--- src/rtl/fsa_pkg.sv ---
package fsa_pkg;
  typedef enum logic [3:0] {
    SYNC_READY = 4'h0,
    SYNC_LWAIT = 4'h6,
    SYNC_NONE  = 4'hF
  } sync_e;

  typedef enum logic [1:0] {
    TGT_NONE,
    TGT_ROM,
    TGT_RAM,
    TGT_FLASH
  } tgt_e;

  typedef enum logic [1:0] {
    ST_IDLE,
    ST_RESP,
    ST_WAIT
  } state_e;

  // strobes from control to datapath
  typedef struct packed {
    logic mcuRun;      // microcontroller clock enabled this cycle
    logic hostUse;     // host drives the flash port this cycle
    logic hostWr;      // host flash cycle is a write
    logic hostCapture; // latch flash read data for the host
  } strobes_t;
endpackage

--- src/rtl/fsa_ctrl.sv ---
module fsa_ctrl
  import fsa_pkg::*;
(
  input  logic     clk,
  input  logic     rstN,
  input  logic     sysRst,
  input  logic     cfgArbEn,
  input  logic     cfgHostOwn,
  input  logic     cfgStopClk,
  input  logic     cfgHostWait,
  input  logic     hostReq,
  input  logic     hostWrite,
  input  logic     hostFwh,
  output strobes_t strb,
  output logic [3:0] hostSync,
  output logic     hostRvalid,
  output logic     hostAccIrq
);
  state_e state, nextState;
  logic respStall, nextStall;
  logic respRead, nextRead;
  logic startIrq;
  logic hostUse, hostWr, capture, stallNow;
  logic clockGate;

  always_comb begin
    nextState = state;
    nextStall = 1'b0;
    nextRead  = respRead;
    startIrq  = 1'b0;
    hostUse   = 1'b0;
    hostWr    = 1'b0;
    capture   = 1'b0;
    stallNow  = 1'b0;
    case (state)
      ST_IDLE: begin
        if (hostReq) begin
          nextRead = !hostWrite;
          startIrq = !cfgHostOwn;
          if (cfgHostOwn) begin
            hostUse   = 1'b1;
            hostWr    = hostWrite;
            capture   = !hostWrite;
            nextState = ST_RESP;
          end else if (hostWrite) begin
            // writes ignore the arbitration enable
            nextState = (hostFwh || !cfgHostWait) ? ST_RESP : ST_WAIT;
          end else if (cfgArbEn) begin
            hostUse   = 1'b1;
            capture   = 1'b1;
            stallNow  = 1'b1;
            nextStall = 1'b1;
            nextState = ST_RESP;
          end else begin
            nextState = ST_WAIT;
          end
        end
      end
      ST_WAIT: begin
        if (!hostReq) begin
          nextState = ST_IDLE;
        end else if (cfgHostOwn) begin
          hostUse   = 1'b1;
          hostWr    = hostWrite;
          capture   = !hostWrite;
          nextState = ST_RESP;
        end
      end
      ST_RESP: nextState = ST_IDLE;
      default: nextState = ST_IDLE;
    endcase
  end

  always_ff @(posedge clk or negedge rstN) begin
    if (!rstN) begin
      state      <= ST_IDLE;
      respStall  <= 1'b0;
      respRead   <= 1'b0;
      hostAccIrq <= 1'b0;
    end else begin
      state      <= nextState;
      respStall  <= nextStall;
      respRead   <= nextRead;
      hostAccIrq <= startIrq;
    end
  end

  assign clockGate = cfgStopClk && !sysRst;

  always_comb begin
    strb.mcuRun      = !clockGate && !stallNow && !(state == ST_RESP && respStall);
    strb.hostUse     = hostUse;
    strb.hostWr      = hostWr;
    strb.hostCapture = capture;
  end

  always_comb begin
    case (state)
      ST_RESP: hostSync = SYNC_READY;
      ST_WAIT: hostSync = SYNC_LWAIT;
      default: hostSync = SYNC_NONE;
    endcase
  end

  assign hostRvalid = (state == ST_RESP) && respRead;
endmodule

--- src/rtl/fsa_datapath.sv ---
module fsa_datapath
  import fsa_pkg::*;
#(
  parameter int ADDR_W        = 16,
  parameter int DATA_W        = 8,
  parameter int SCRATCH_BYTES = 8192,
  localparam int SCR_AW       = $clog2(SCRATCH_BYTES)
) (
  input  logic              clk,
  input  logic              rstN,
  input  strobes_t          strb,
  input  logic              cfgMapRom,
  input  logic              cfgHostOwn,
  input  logic              mcuReq,
  input  logic              mcuWrite,
  input  logic              mcuData,
  input  logic [ADDR_W-1:0] mcuAddr,
  input  logic [DATA_W-1:0] mcuWdata,
  output logic              mcuGrant,
  output logic [DATA_W-1:0] mcuRdata,
  input  logic [ADDR_W-1:0] hostAddr,
  input  logic [DATA_W-1:0] hostWdata,
  output logic [DATA_W-1:0] hostRdata,
  output logic              flashEn,
  output logic              flashWe,
  output logic [ADDR_W-1:0] flashAddr,
  output logic [DATA_W-1:0] flashWdata,
  input  logic [DATA_W-1:0] flashRdata,
  output logic              romEn,
  output logic [SCR_AW-1:0] romAddr,
  input  logic [DATA_W-1:0] romRdata,
  output logic              ramEn,
  output logic              ramWe,
  output logic [SCR_AW-1:0] ramAddr,
  output logic [DATA_W-1:0] ramWdata,
  input  logic [DATA_W-1:0] ramRdata
);
  localparam logic [ADDR_W-1:0] SCRATCH_TOP = ADDR_W'(SCRATCH_BYTES);

  tgt_e tgt;
  logic inLow, avail, mcuFlash;

  assign inLow = mcuAddr < SCRATCH_TOP;

  always_comb begin
    if (!mcuData) begin
      if (mcuWrite)               tgt = TGT_FLASH;
      else if (cfgMapRom && inLow) tgt = TGT_ROM;
      else                        tgt = TGT_FLASH;
    end else begin
      tgt = (!cfgMapRom && inLow) ? TGT_RAM : TGT_NONE;
    end
  end

  always_comb begin
    case (tgt)
      TGT_ROM, TGT_RAM: avail = 1'b1;
      TGT_FLASH:        avail = !cfgHostOwn && !strb.hostUse;
      default:          avail = 1'b0;
    endcase
  end

  assign mcuGrant = mcuReq && strb.mcuRun && avail;
  assign mcuFlash = mcuGrant && (tgt == TGT_FLASH);

  assign flashEn    = strb.hostUse || mcuFlash;
  assign flashWe    = strb.hostUse ? strb.hostWr : (mcuFlash && mcuWrite);
  assign flashAddr  = strb.hostUse ? hostAddr : mcuAddr;
  assign flashWdata = strb.hostUse ? hostWdata : mcuWdata;

  assign romEn    = mcuGrant && (tgt == TGT_ROM);
  assign romAddr  = mcuAddr[SCR_AW-1:0];
  assign ramEn    = mcuGrant && (tgt == TGT_RAM);
  assign ramWe    = ramEn && mcuWrite;
  assign ramAddr  = mcuAddr[SCR_AW-1:0];
  assign ramWdata = mcuWdata;

  always_comb begin
    case (tgt)
      TGT_ROM:   mcuRdata = romRdata;
      TGT_RAM:   mcuRdata = ramRdata;
      TGT_FLASH: mcuRdata = flashRdata;
      default:   mcuRdata = '0;
    endcase
  end

  always_ff @(posedge clk or negedge rstN) begin
    if (!rstN)                 hostRdata <= '0;
    else if (strb.hostCapture) hostRdata <= flashRdata;
  end
endmodule

--- src/rtl/flash_share_arbiter.sv ---
module flash_share_arbiter
  import fsa_pkg::*;
#(
  parameter int ADDR_W        = 16,
  parameter int DATA_W        = 8,
  parameter int SCRATCH_BYTES = 8192,
  localparam int SCR_AW       = $clog2(SCRATCH_BYTES)
) (
  input  logic              clk,
  input  logic              rstN,
  input  logic              sysRst,
  input  logic              cfgArbEn,
  input  logic              cfgMapRom,
  input  logic              cfgHostOwn,
  input  logic              cfgStopClk,
  input  logic              cfgHostWait,
  input  logic              mcuIdle,
  input  logic              mcuReq,
  input  logic              mcuWrite,
  input  logic              mcuData,
  input  logic [ADDR_W-1:0] mcuAddr,
  input  logic [DATA_W-1:0] mcuWdata,
  output logic              mcuGrant,
  output logic [DATA_W-1:0] mcuRdata,
  output logic              mcuClkEn,
  input  logic              hostReq,
  input  logic              hostWrite,
  input  logic              hostFwh,
  input  logic [ADDR_W-1:0] hostAddr,
  input  logic [DATA_W-1:0] hostWdata,
  output logic [DATA_W-1:0] hostRdata,
  output logic              hostRvalid,
  output logic [3:0]        hostSync,
  output logic              hostFlash,
  output logic              hostAccIrq,
  output logic              flashEn,
  output logic              flashWe,
  output logic [ADDR_W-1:0] flashAddr,
  output logic [DATA_W-1:0] flashWdata,
  input  logic [DATA_W-1:0] flashRdata,
  output logic              romEn,
  output logic [SCR_AW-1:0] romAddr,
  input  logic [DATA_W-1:0] romRdata,
  output logic              ramEn,
  output logic              ramWe,
  output logic [SCR_AW-1:0] ramAddr,
  output logic [DATA_W-1:0] ramWdata,
  input  logic [DATA_W-1:0] ramRdata
);
  strobes_t strb;

  fsa_ctrl i_ctrl (
    .clk(clk), .rstN(rstN), .sysRst(sysRst),
    .cfgArbEn(cfgArbEn), .cfgHostOwn(cfgHostOwn), .cfgStopClk(cfgStopClk),
    .cfgHostWait(cfgHostWait), .hostReq(hostReq), .hostWrite(hostWrite),
    .hostFwh(hostFwh), .strb(strb), .hostSync(hostSync),
    .hostRvalid(hostRvalid), .hostAccIrq(hostAccIrq)
  );

  fsa_datapath #(
    .ADDR_W(ADDR_W), .DATA_W(DATA_W), .SCRATCH_BYTES(SCRATCH_BYTES)
  ) i_dp (
    .clk(clk), .rstN(rstN), .strb(strb),
    .cfgMapRom(cfgMapRom), .cfgHostOwn(cfgHostOwn),
    .mcuReq(mcuReq), .mcuWrite(mcuWrite), .mcuData(mcuData),
    .mcuAddr(mcuAddr), .mcuWdata(mcuWdata), .mcuGrant(mcuGrant),
    .mcuRdata(mcuRdata), .hostAddr(hostAddr), .hostWdata(hostWdata),
    .hostRdata(hostRdata), .flashEn(flashEn), .flashWe(flashWe),
    .flashAddr(flashAddr), .flashWdata(flashWdata), .flashRdata(flashRdata),
    .romEn(romEn), .romAddr(romAddr), .romRdata(romRdata),
    .ramEn(ramEn), .ramWe(ramWe), .ramAddr(ramAddr),
    .ramWdata(ramWdata), .ramRdata(ramRdata)
  );

  assign mcuClkEn  = strb.mcuRun;
  assign hostFlash = mcuIdle || (cfgMapRom && cfgHostOwn);
endmodule

--- config.mk ---
export PLATFORM = sky130hd
export DESIGN_NAME = flash_share_arbiter
export DESIGN_NICKNAME = d
export VERILOG_FILES = /design/src/rtl/fsa_pkg.sv /design/src/rtl/fsa_ctrl.sv /design/src/rtl/fsa_datapath.sv /design/src/rtl/flash_share_arbiter.sv
export SDC_FILE = /design/constraint.sdc
export NUM_CORES = 1
export LEC_CHECK = 0
export BUFFER_PORTS_ARGS = -buffer_cell sky130_fd_sc_hd__buf_2
export CAP_MARGIN = 30
export CORE_MARGIN = 2
export CORE_UTILIZATION = 35
export CTS_CLUSTER_SIZE = 12
export DETAILED_ROUTE_END_ITERATION = 16
export MAX_ROUTING_LAYER = met4
export PLACE_DENSITY_LB_ADDON = 0.15
export SETUP_SLACK_MARGIN = 0.02
export SYNTH_ARGS = -nofsm -noshare
export SYNTH_HDL_FRONTEND = slang
export SYNTH_SLANG_ARGS = --single-unit
--- constraint.sdc ---
create_clock -name clk -period 5.04 [get_ports clk]
set_input_delay 1.008 -clock clk [delete_from_list [all_inputs] [get_ports clk]]
set_output_delay 1.008 -clock clk [all_outputs]
set_load 0.01 [all_outputs]
Yosys cells after proc, flatten, opt, wreduce, memory -nomap -nowiden
Cells that the tools add are included.

Order comparisons: 1. Equality and inequality tests: 7. Mux-type cells: 38. Reductions and logical operators: 33.

Operator list (number): $pmux W8 S3 (1); $mux W2 (11); $mux W1 (19); $logic_and A1 B1 Y1 (16); $lt A16 B14 Y1 const B (1); $mux W16 (1); $logic_not A1 Y1 (9); $mux W8 (1); $pmux W4 S2 (1); $eq A2 B2 Y1 const B (3); $pmux W1 S2 (3); $eq A2 B1 Y1 const B (2); $pmux W2 S2 (1); $reduce_and A2 Y1 (2); $reduce_or A2 Y1 (2); $logic_or A1 B1 Y1 (3); $ne A3 B3 Y1 const B (1); $logic_not A2 Y1 (1); $ne A2 B2 Y1 const B (1).

Bits in registers: 13. Bits of input ports: 87. Output and inout bits: 88. Logic and storage cells: 84.

Longest topological paths before layout
Gate-level depths: netlist (run 1).

Depth in word-level cells: 13. Mapped depth: 7. Mapped depth without buffers: 6.

Modules after synthesis
A second synthesis (run 1) with hierarchy kept.

Cell total of the unflattened synthesis: 203. Area, all modules: 1679.1 um2.

Modules (own cells, without submodules): fsa_datapath (times used 1, cells an instance 158, area each 1291.2 um2, seq. area each 200.2 um2); fsa_ctrl (times used 1, cells an instance 44, area each 380.4 um2, seq. area each 125.1 um2); flash_share_arbiter (times used 1, cells an instance 1, area each 7.5 um2, seq. area each 0.0 um2).

Least setup slack after synthesis (run 1)
OpenSTA, ideal clock, no wires.

Path type: input to output. Start: input mcuWrite. End: output mcuRdata[0]. Arrival: 2488 ps. Data required time: 4032 ps. Path slack: 1544 ps. Stages on the path: 7. Buffers on the path: 1. Cells stage by stage: nor4_1 > o22a_1 > inv_1 > ha_1 > buf_1 > a222oi_1 > nor2_1.

Word-level cells in the longest chain between the ends: 4. Elaborated cells on any way between the ends: 6. Classes of those cells: eq/ne: 3; mux: 3.

Ends and longest elaborated chain: from (decl) (RTL line flash_share_arbiter.sv:19) `input logic mcuWrite,`; $mux W2 * (RTL line fsa_datapath.sv:47) `if (mcuWrite) tgt = TGT_FLASH;`; $mux W2 * (RTL line fsa_datapath.sv:46) `if (!mcuData) begin`; $eq A2 B2 Y1 / $eq A2 B1 Y1 (equally long branches) (RTL line fsa_datapath.sv:79) `case (tgt)`; $pmux W8 S3 * (RTL line fsa_datapath.sv:79); to (decl) (RTL line flash_share_arbiter.sv:24) `output logic [DATA_W-1:0] mcuRdata,`.

Every way passes the cells marked *; elsewhere a longest branch is shown, timed or not.

Final worst setup path (run 1)
Start: input mcuWrite. End: output mcuRdata[7].

The elaborated chain is that of the path after synthesis.

==> summary.md, run 1 <==
| Metric | Value |
|---|---|
| Status | completed |
| Post-cts resize count | 0 |
| Core area | 0.00406 mm² |
| Port Buffer Count | 174 |
| Worst-path clk slew | 0.05 ns |
| LEAKAGE | 0.00122 µW |
| Syn Inst Count | 161 |
| Initial Utilization | 37.1% |
| Cell chain of the critical path | buf_2, nor4_1, o22a_1, inv_1, ha_1, a222oi_1, nor2_1, buf_2 |
| Clk root buf | clkbuf_8 |
| DR DRC count | 0 |
| Wire length of the first global-routing pass | 7280 µm |
| Final setup TNS | 0 ns |
| Pre-antenna DRT Iters | 4 |
| CP Launch Type | primary input |
| Fin. max-slew vios | 0 |
| Vias in the first global route | 1602 |
| Final setup fails | 0 |
| Largest net degree at the start of global routing | 28 |
| R2R depth | 6 |
| Final Hold Viols | 0 |
| Busiest layer in global routing | met2 |
| Total power | 637 µW |
| Met1 GRT Util | 22.4% |
| Relative max-transition margin | 45.5% |
| Cts hold-fix bufs | 0 |
| Crit end category | output port |
| Cell at the slowest stage of the critical path | nor4_1 |
| Nets | 390 |
| #FFs+latches synth | 13 |
| Routing usage on met3 | 3.34% |
| Arrival time at the worst endpoint | 2.86 ns |
| Vias per cell | 4.85 |
| Via Count | 1679 |
| Main flop type after synthesis | dfrtp_1 |
| Post-route ant nets | 0 |
| Post-synthesis sequential area ratio | 21.6% |
| DP HPWL | 4090 µm |
| IR drop worst, VDD | 239 µV |
| Total GRT Usage | 18.5% |
| Post-CTS setup-driven buffer insertion count | 0 |
| CTS tree | done |
| R2R Path End | i_dp.hostRdata[1]$_DFFE_PN0P_ |
| Minimum clock period | 3.87 ns |
| EDFF count, synth | 0 |
| Syn Nets | 254 |
| Max_cap viols | 0 |
| Die H | 69.6 µm |
| Share of layout cells above drive strength 1 | 72.6% |
| # rows | 23 |
| Die area | 0.00484 mm² |
| Num ports | 175 |
| Sink Count | 13 |
| H-tree depth | 1 |
| CP startpoint | mcuWrite |
| Maximum net fanout on the critical path | 10 |
| Worst path required time | 4.03 ns |
| PwrDens | 293 mW/mm² |
| Syn Area/Cell | 9.36 µm² |
| Antenna fix cells | 0 |
| Routability cong. | 0.812 |
| Fmax | 259 MHz |
| WS Path Type | primary input to output port |
| Period Utilization, post-route | 76.7% |
| Slack of the critical path | 1.17 ns |
| Reg2reg start | i_ctrl.state[0]$_DFFE_PN0P_ |
| GR Util met2 | 30.9% |
| Worst stage delay on the critical path | 0.49 ns |
| FFs w/ async S/R, synth | 100% |
| Place WS | 1.16 ns |
| Post-DR wirelength/cell | 13.7 µm |
| GRT overflow | 0 |
| Yosys warning total | 0 |
| Synth-to-Final Area Change | 44.1% |
| CTS Buf Count | 3 |
| Clk Latency, worst-skew pair | 0.24 ns |
| DRT iter0 DRCs | 64 |
| Critical Path End | mcuRdata[7] |
| HP Class | register to register |
| Post-synthesis cell area | 0.00151 mm² |
| Clock Tree Buf Depth | 2 |
| CP dominant cell by count | buf_2 |
| Cell variety after synth | 38 |
| Measured slew at the worst slew-check pin | 0.814 ns |
| Unrepaired setup endpoints after global routing | false |
| Antenna violations before repair | 0 |
| WL final | 4740 µm |
| Flop-to-flop setup slack | 2.96 ns |
| Die X | 69.6 µm |
| Clock Skew | 0.00365 ns |
-- worst min path at each step --
| stage | start | end | cells after the start |
|---|---|---|---|
| finish | i_ctrl.respRead$_DFFE_PN0P_ | i_ctrl.respRead$_DFFE_PN0P_ | 2 |
| global route | i_ctrl.respRead$_DFFE_PN0P_ | i_ctrl.respRead$_DFFE_PN0P_ | 2 |
| CTS | i_ctrl.respRead$_DFFE_PN0P_ | i_ctrl.respRead$_DFFE_PN0P_ | 2 |
| detailed placement | i_ctrl.respRead$_DFFE_PN0P_ | i_ctrl.respRead$_DFFE_PN0P_ | 2 |
| global placement | i_ctrl.respRead$_DFFE_PN0P_ | i_ctrl.respRead$_DFFE_PN0P_ | 2 |
| floorplan | i_ctrl.respRead$_DFFE_PN0P_ | i_ctrl.respRead$_DFFE_PN0P_ | 2 |
-- logic make-up after synthesis --
| family | Yosys count | synth area share (%) |
|---|---|---|
| buf+inv | 51 | 22.8 |
| flops | 13 | 21.6 |
| fa+ha+maj | 6 | 4.98 |
| compound gates | 25 | 13.9 |
| simple gates | 34 | 12.8 |
| mux | 32 | 23.9 |
-- final cells by class --
class / count / area [µm²]
clock buffers: 4 / 45.0
flip-flops and latches: 13 / 325
inverters: 8 / 30.0
repair buffers: 174 / 871
well taps: 50 / 62.6
fillers: 419 / 1890
multi-input cells: 97 / 837
-- cells in the final DEF, fill, tap and decap left out, types with 2 or more instances in the layout --
| cell | n |
|---|---|
| mux2_2 | 32 |
| o21ai_0 | 3 |
| a222oi_1 | 8 |
| ha_1 | 6 |
| inv_1 | 8 |
| clkbuf_8 | 3 |
| dfrtp_1 | 13 |
| buf_2 | 174 |
| and3b_1 | 2 |
| nor2_1 | 13 |
| nand2_1 | 6 |
| a21oi_1 | 3 |
| nor3_1 | 2 |
-- layer usage --
layer	wire length, µm	vias to the layer above	share of wire [%]
met3	421	10	8.9
met1	1810	768	38
li1	-	814	-
met2	2420	87	51
met4	85	0	1.8
met5	0	-	0
-- sequential cells by signal, summed over array words and instances (netlist names) --
signal             flops
i_ctrl.respRead        1
i_ctrl.hostAccIrq      1
i_ctrl.respStall       1
i_dp.hostRdata         8
i_ctrl.state           2
-- critical path: cells and delay by family --
kind                       cells  cell delay (ns)
AOI/OAI and AO/OA              2             0.66
buffers and inverters          3             0.33
and+or+nand+nor                2             0.57
adders and majority gates      1             0.29
-- metrics by stage --
step                cells  hold WS, ns  instance area, µm²  util [%]
floorplan             161        0.442                1510         -
global placement      342        0.467                2130      52.4
detailed placement    342        0.487                2130      52.4
CTS                   346        0.498                2170      53.5
global route          346        0.513                2170      53.5
finish                346        0.484                2170      53.5
-- report_power, final --
group | internal [µW] | switching, µW | total, µW | leakage (µW)
logic | 186 | 194 | 380 | 0.00104
clock network | 55.6 | 34.2 | 89.9 | 0.0000228
registers | 147 | 19.4 | 167 | 0.000161
-- synth_stat cells, drive strengths merged, types with 2 or more instances --
cell type,instances,area share [%]
mux2,32,24
dfrtp,13,22
nor2,14,4.0
nor3,2,0.66
and3b,2,1.2
o31ai,2,1.3
a222oi,8,5.3
a21oi,4,1.6
inv,8,2.0
buf,42,21
o21ai,4,2.1
ha,6,5.0
nand2,6,1.5
nor3b,2,1.3
Power figures use the tool's default switching activity.
==> inputs of run 2 (changes only) <==
ABC_AREA = 1   (was not set)
clock period = 3.95 ns   (was 5.04 ns; I/O delays follow)
==> summary.md, run 2 <==
| Metric | Value |
|---|---|
| FFs w/ async S/R, synth | 100% (unchanged) |
| Filler cells | 492 (+17%) |
| CP Launch Type | primary input |
| Final setup TNS | 0 ns (unchanged) |
| Post-synthesis cell area | 0.00163 mm² (+8.5%) |
| Clock Tree Buf Depth | 2 (unchanged) |
| H-tree depth | 1 (unchanged) |
| Post-synthesis sequential area ratio | 19.9% (-1.7 points) |
| Fmax | 285 MHz |
| Syn Inst Count | 278 (+73%) |
| #FFs+latches synth | 13 (unchanged) |
| Cell variety after synth | 26 (-32%) |
| WL final | 5360 µm (+13%) |
| Top reg by flops | i_dp.hostRdata |
| R2R Path End | i_dp.hostRdata[7]$_DFFE_PN0P_ |
| Yosys warning total | 0 (unchanged) |
| LEAKAGE | 0.00159 µW (+30%) |
| GR Util met2 | 34.8% (+3.9 points) |
| Flop-to-flop setup slack | 1.83 ns (-1.13 ns) |
| Period Utilization, post-route | 88.8% |
| Final Cell Area | 0.00229 mm² (+5.7%) |
| Nets | 507 (+30%) |
| Unrepaired setup endpoints after global routing | false |
| CTS Buf Count | 3 (unchanged) |
| EDFF count, synth | 0 (unchanged) |
| Die H | 72.3 µm (+3.9%) |
| Sink Count | 13 (unchanged) |
| # rows | 24 (+4.3%) |
| Busiest layer in global routing | met2 |
| Area fraction of the dominant cell type after synthesis | 31.0% (+7.1 points) |
| GRT overflow | 0 (unchanged) |
| Die area | 0.00523 mm² (+8.0%) |
| Final Hold Viols | 0 (unchanged) |
| Die X | 72.3 µm (+3.9%) |
| Regs by FF count | i_dp.hostRdata: 8 flops, i_ctrl.state: 2 flops |
| Slack of the critical path | 0.442 ns (-0.733 ns) |
| Initial Utilization | 37.0% (-0.11 points) |
| Place WS | 0.424 ns (-0.739 ns) |
| Fin. max-slew vios | 0 (unchanged) |
| Pre-antenna DRT Iters | 4 (unchanged) |
| Vias in the first global route | 1774 (+11%) |
| Cell types with the highest counts after synthesis | 135 x nand2_1, 38 x buf_4, 30 x inv_1, 20 x nand3_1, 13 x dfrtp_1 |
| Status | completed |
| Top post-synthesis cells by area | nand2_1 31%, dfrtp_1 20%, buf_4 17% |
| Post-Place Cell Area | 0.00225 mm² (+5.8%) |
| Post-cts resize count | 0 (unchanged) |
| Synth-to-Final Area Change | 40.4% |
| Arrival time at the worst endpoint | 2.72 ns (-0.14 ns) |
| DP HPWL | 4470 µm (+9.3%) |
| Maximum net fanout on the critical path | 12 (+2) |
| PwrDens | 397 mW/mm² (+35%) |
| Max reg flops | 8 (unchanged) |
| Post-CTS setup-driven buffer insertion count | 0 (unchanged) |
| Via Count | 2063 (+23%) |
| Antenna violations before repair | 0 (unchanged) |
| Clk root buf | clkbuf_8 |
| Cts hold-fix bufs | 0 (unchanged) |
| Clk Latency, worst-skew pair | 0.24 ns (about the same) |
| Num ports | 175 (unchanged) |
| Final setup fails | 0 (unchanged) |
| Clock Skew | 0.000977 ns (-0.00267 ns) |
| Total GRT Usage | 19.7% (+1.2 points) |
| Worst-path clk slew | 0.06 ns (about the same) |
| Routability cong. | 0.765 (-5.7%) |
| CTS tree | done |
| Largest net degree at the start of global routing | 35 (+25%) |
| Max_cap viols | 0 (unchanged) |
| Wire length of the first global-routing pass | 8040 µm (+10%) |
| Worst path required time | 3.16 ns (-0.87 ns) |
| WS Path Type | primary input to output port |
| HP Class | primary input to async pin |
| Vias per cell | 4.44 (-8.6%) |
| Measured slew at the worst slew-check pin | 0.682 ns (-0.132 ns) |
| Met1 GRT Util | 23.8% (+1.4 points) |
| Minimum clock period | 3.51 ns |
| R2R depth | 9 (+3) |
| DR DRC count | 0 (unchanged) |
| Hold slack | 0.427 ns (-0.0568 ns) |
| Main flop type after synthesis | dfrtp_1 |
| Most frequent cells in the layout | 174 x buf_2, 135 x nand2_1, 30 x inv_1, 20 x nand3_1, 13 x dfrtp_1 |
| Relative max-transition margin | 54.4% (+8.9 points) |
| Share of layout cells above drive strength 1 | 45.5% (-27 points) |
| Syn Nets | 371 (+46%) |
| Crit end category | output port |
| Antenna fix cells | 0 (unchanged) |
| Count leader, synth | nand2_1 |
| Port Buffer Count | 174 (unchanged) |
| DRT iter0 DRCs | 38 (-41%) |
| Routing usage on met3 | 3.61% (+0.27 points) |
| Syn Area/Cell | 5.88 µm² (-37%) |
| Post-DR wirelength/cell | 11.5 µm (-16%) |
| IR drop worst, VDD | 378 µV (+58%) |
| Post-route ant nets | 0 (unchanged) |
| Core area | 0.00441 mm² (+8.8%) |
| Commonest non-fill, non-tap cell in the layout | buf_2 |
| Area leader, netlist | nand2_1 |
| Reg2reg start | i_ctrl.state[0]$_DFFE_PN0P_ |
run 2: changes by cell type after synthesis, sizes merged, moves of 2 or more:
cell and change:
nor3b -2, nand3 +20, nand2 +133, mux2 -32
inv +25, and3b -2, a21oi -2, nor2 -7
a222oi -8
run 2: logic make-up (layout without fill, tap and decap cells):
| logic type | Yosys count | after routing | share of synthesized area [%] |
|---|---|---|---|
| and+or+nand+nor | 171 | 171 | 43.6 |
| adders and majority gates | 6 | 6 | 4.59 |
| DFF | 13 | 13 | 19.9 |
| AOI/OAI and AO/OA | 12 | 12 | 4.29 |
| buffers and inverters | 76 | 211 | 27.6 |
run 2: worst max path at each step:
stage                      from           to  slack (ns)  cells past startpoint
floorplan           mcuAddr[14]  mcuRdata[0]        1.06                     13
global placement    mcuAddr[14]      flashWe        0.48                     13
detailed placement  mcuAddr[14]      flashWe        0.42                     13
CTS                 mcuAddr[14]      flashWe        0.41                     13
global route           mcuWrite      flashWe        0.16                     13
finish              mcuAddr[14]      flashWe        0.44                     13
run 2: power breakdown:
group	total (µW)	internal, µW	switching, µW
Sequential	215	187	28.4
Combinational	577	228	350
Clock	119	69.6	49.3
run 2: layout make-up:
class	instances	area (µm²)	area share (%)
clock buffers	3	41.3	1.80
clock inverters	1	5.00	0.218
inverters	33	129	5.62
multi-input cells	189	858	37.4
flip-flops and latches	13	325	14.2
well taps	52	65.1	2.84
repair buffers	174	871	37.9
run 2: metal layers:
metal	wire length, µm	part of all wire [%]
met1	2250	42
met5	0	0
met4	0	0
met2	2670	50
met3	443	8.3
run 2: worst max-delay path: stages:
cell     delay, ns
buf_2         0.09
nor2_1        0.04
nand2_1       0.11
nor2_1        0.06
nor2_1        0.52
a31oi_1       0.17
ha_1          0.23
inv_1         0.06
nand2_1       0.04
nor2_1        0.20
nand4_1       0.16
nand2_1       0.12
buf_2         0.13
run 2: metrics by stage:
stage	cells	power, µW	util [%]
floorplan	278	596	-
global placement	461	794	50.9
detailed placement	461	798	50.9
CTS	465	924	52.0
global route	465	999	52.0
finish	465	911	52.0
==> inputs of run 3 (changes only) <==
CORE_MARGIN = not set   (was 2)
==> summary.md, run 3 (synthesis gave the netlist of run 2 again) <==
| Metric | Value |
|---|---|
| # rows | 24 (unchanged) |
| Internal Power | 486 µW (+0.39%) |
| Unrepaired setup endpoints after global routing | false |
| Cell at the slowest stage of the critical path | nor2_1 |
| CP Launch Type | primary input |
| Core area | 0.00441 mm² (unchanged) |
| Cts hold-fix bufs | 0 (unchanged) |
| Measured slew at the worst slew-check pin | 0.712 ns (+0.0304 ns) |
| Cell chain of the critical path | buf_2, nor2_1, nand2_1, nor2_1, nor2_1, a31oi_1, ha_1, inv_1, nand2_1, nor2_1, nand4_1, nand2_1, buf_2 |
| Port Buffer Count | 174 (unchanged) |
| Total GRT Usage | 20.5% (+0.84 points) |
| Reg2reg start | i_ctrl.state[0]$_DFFE_PN0P_ |
| Antenna violations before repair | 0 (unchanged) |
| Final Hold Viols | 0 (unchanged) |
| WS Path Type | primary input to output port |
| Period Utilization, post-route | 88.5% (-0.32 points) |
| Worst path required time | 3.16 ns (about the same) |
| Pre-antenna DRT Iters | 4 (unchanged) |
| Commonest non-fill, non-tap cell in the layout | buf_2 |
| IR drop worst, VDD | 276 µV (-27%) |
| Post-cts resize count | 0 (unchanged) |
| Antenna fix cells | 0 (unchanged) |
| Total power | 912 µW (about the same) |
| Share of layout cells above drive strength 1 | 45.3% (-0.24 points) |
| Post-DR wirelength/cell | 11.1 µm (-3.3%) |
| Largest net degree at the start of global routing | 35 (unchanged) |
| Post-route ant nets | 0 (unchanged) |
| Layout Utilization | 52.0% (about the same) |
| PwrDens | 398 mW/mm² (+0.10%) |
| Worst stage delay on the critical path | 0.54 ns (+0.02 ns) |
| Initial Utilization | 37.0% (unchanged) |
| Clock share of power | 12.9% (-0.2 points) |
| Arrival time at the worst endpoint | 2.71 ns (about the same) |
| Combinational share of power | 63.3% (about the same) |
| Nets | 507 (unchanged) |
| GRT overflow | 0 (unchanged) |
| Max_cap viols | 0 (unchanged) |
| NetSw | 426 µW (-0.33%) |
| Clk Latency, worst-skew pair | 0.24 ns (about the same) |
| Clk root buf | clkbuf_8 |
| Maximum net fanout on the critical path | 12 (unchanged) |
| Minimum clock period | 3.50 ns (-0.0128 ns) |
| Clock Skew | 0.00238 ns (+0.00141 ns) |
| Top reg by flops | i_dp.hostRdata |
| CTS Buf Count | 3 (unchanged) |
| R2R Path End | i_dp.hostRdata[0]$_DFFE_PN0P_ |
| Cells after DPL | 461 (unchanged) |
| WL final | 5180 µm (-3.3%) |
| Vias in the first global route | 1765 (-0.51%) |
| H-tree depth | 1 (unchanged) |
| Flop-to-flop setup slack | 1.85 ns (+0.02 ns) |
| Max reg flops | 8 (unchanged) |
| Die X | 70.3 µm (-2.8%) |
| Relative max-transition margin | 52.3% (-2.0 points) |
| LEAKAGE | 0.00159 µW (-0.17%) |
| Fmax | 286 MHz (+0.36%) |
| Synth-to-Final Area Change | 40.4% (about the same) |
| HP Class | primary input to async pin |
| DR DRC count | 0 (unchanged) |
| Final setup TNS | 0 ns (unchanged) |
| Status | completed |
| Wire length of the first global-routing pass | 7940 µm (-1.3%) |
| CTS tree | done |
| Sink Count | 13 (unchanged) |
| Final setup fails | 0 (unchanged) |
| Most frequent cells in the layout | 174 x buf_2, 135 x nand2_1, 30 x inv_1, 20 x nand3_1, 13 x dfrtp_1 |
| Clock Tree Buf Depth | 2 (unchanged) |
| Hold slack | 0.427 ns (-0.000462 ns) |
| Switching Fraction | 46.7% (-0.18 points) |
| Sequential Power Share | 23.7% (about the same) |
| Post-CTS setup-driven buffer insertion count | 0 (unchanged) |
| DP HPWL | 4290 µm (-3.9%) |
| Worst-path clk slew | 0.05 ns (about the same) |
| Crit end category | output port |
| Die H | 70.3 µm (-2.8%) |
| Fin cells | 465 (unchanged) |
| Vias per cell | 4.38 (-1.3%) |
| Num ports | 175 (unchanged) |
| Routability cong. | 0.813 (+6.2%) |
| Regs by FF count | i_dp.hostRdata: 8 flops, i_ctrl.state: 2 flops |
| Die area | 0.00495 mm² (-5.5%) |
| CP dominant cell by count | nor2_1 |
| Via Count | 2036 (-1.3%) |
| DRT iter0 DRCs | 66 (+74%) |
| R2R depth | 9 (unchanged) |
| Fin. max-slew vios | 0 (unchanged) |
-- run 3: cell count changes in the layout (fill, tap and decap cells not counted), sizes merged --
| cell | delta |
|---|---|
| clkinv | -1 |
| clkbuf | +1 |
-- run 3: how the worst max path moves through the flow --
| stage | from | end | cells after the start |
|---|---|---|---|
| floorplan | mcuAddr[14] | mcuRdata[0] | 13 |
| finish | mcuAddr[14] | flashWe | 13 |
| CTS | mcuAddr[14] | flashWe | 13 |
| global route | mcuAddr[14] | ramEn | 13 |
| global placement | mcuAddr[14] | flashWe | 13 |
| detailed placement | mcuAddr[14] | flashWe | 13 |
-- run 3: power by group through the flow --
stage,logic [µW],registers [µW],clock network [µW]
final,578,217,118
after global routing,646,223,129
after CTS,586,217,123
after detailed placement,583,217,0
after global placement,578,219,0
after floorplan,362,234,0
-- run 3: routing by layer --
| layer | up-vias | part of all wire [%] | track usage, % |
|---|---|---|---|
| met5 | - | 0 | - |
| met4 | 0 | 0.27 | 2.67 |
| met3 | 2 | 7.9 | 4.04 |
| met2 | 102 | 49 | 36.1 |
| met1 | 857 | 42 | 24.6 |
| li1 | 1075 | - | - |
-- run 3: through the flow --
| step | area (µm²) | setup WS, ns |
|---|---|---|
| after CTS | 2290 | 0.436 |
| after floorplan | 1630 | 1.06 |
| after global placement | 2250 | 0.485 |
| final | 2290 | 0.455 |
| after global routing | 2290 | 0.0966 |
| after detailed placement | 2250 | 0.436 |
-- run 3: worst max-delay path, delay by kind of cell --
kind | cells | cell delay, ns
AOI/OAI and AO/OA | 1 | 0.16
and+or+nand+nor | 8 | 1.25
buffers and inverters | 3 | 0.26
adders and majority gates | 1 | 0.23
-- run 3: cell type report --
cell class	count	area (µm²)
well taps	52	65.1
clock buffers	4	45.0
repair buffers	174	871
inverters	33	129
multi-input cells	189	858
flip-flops and latches	13	325
fillers	490	2120
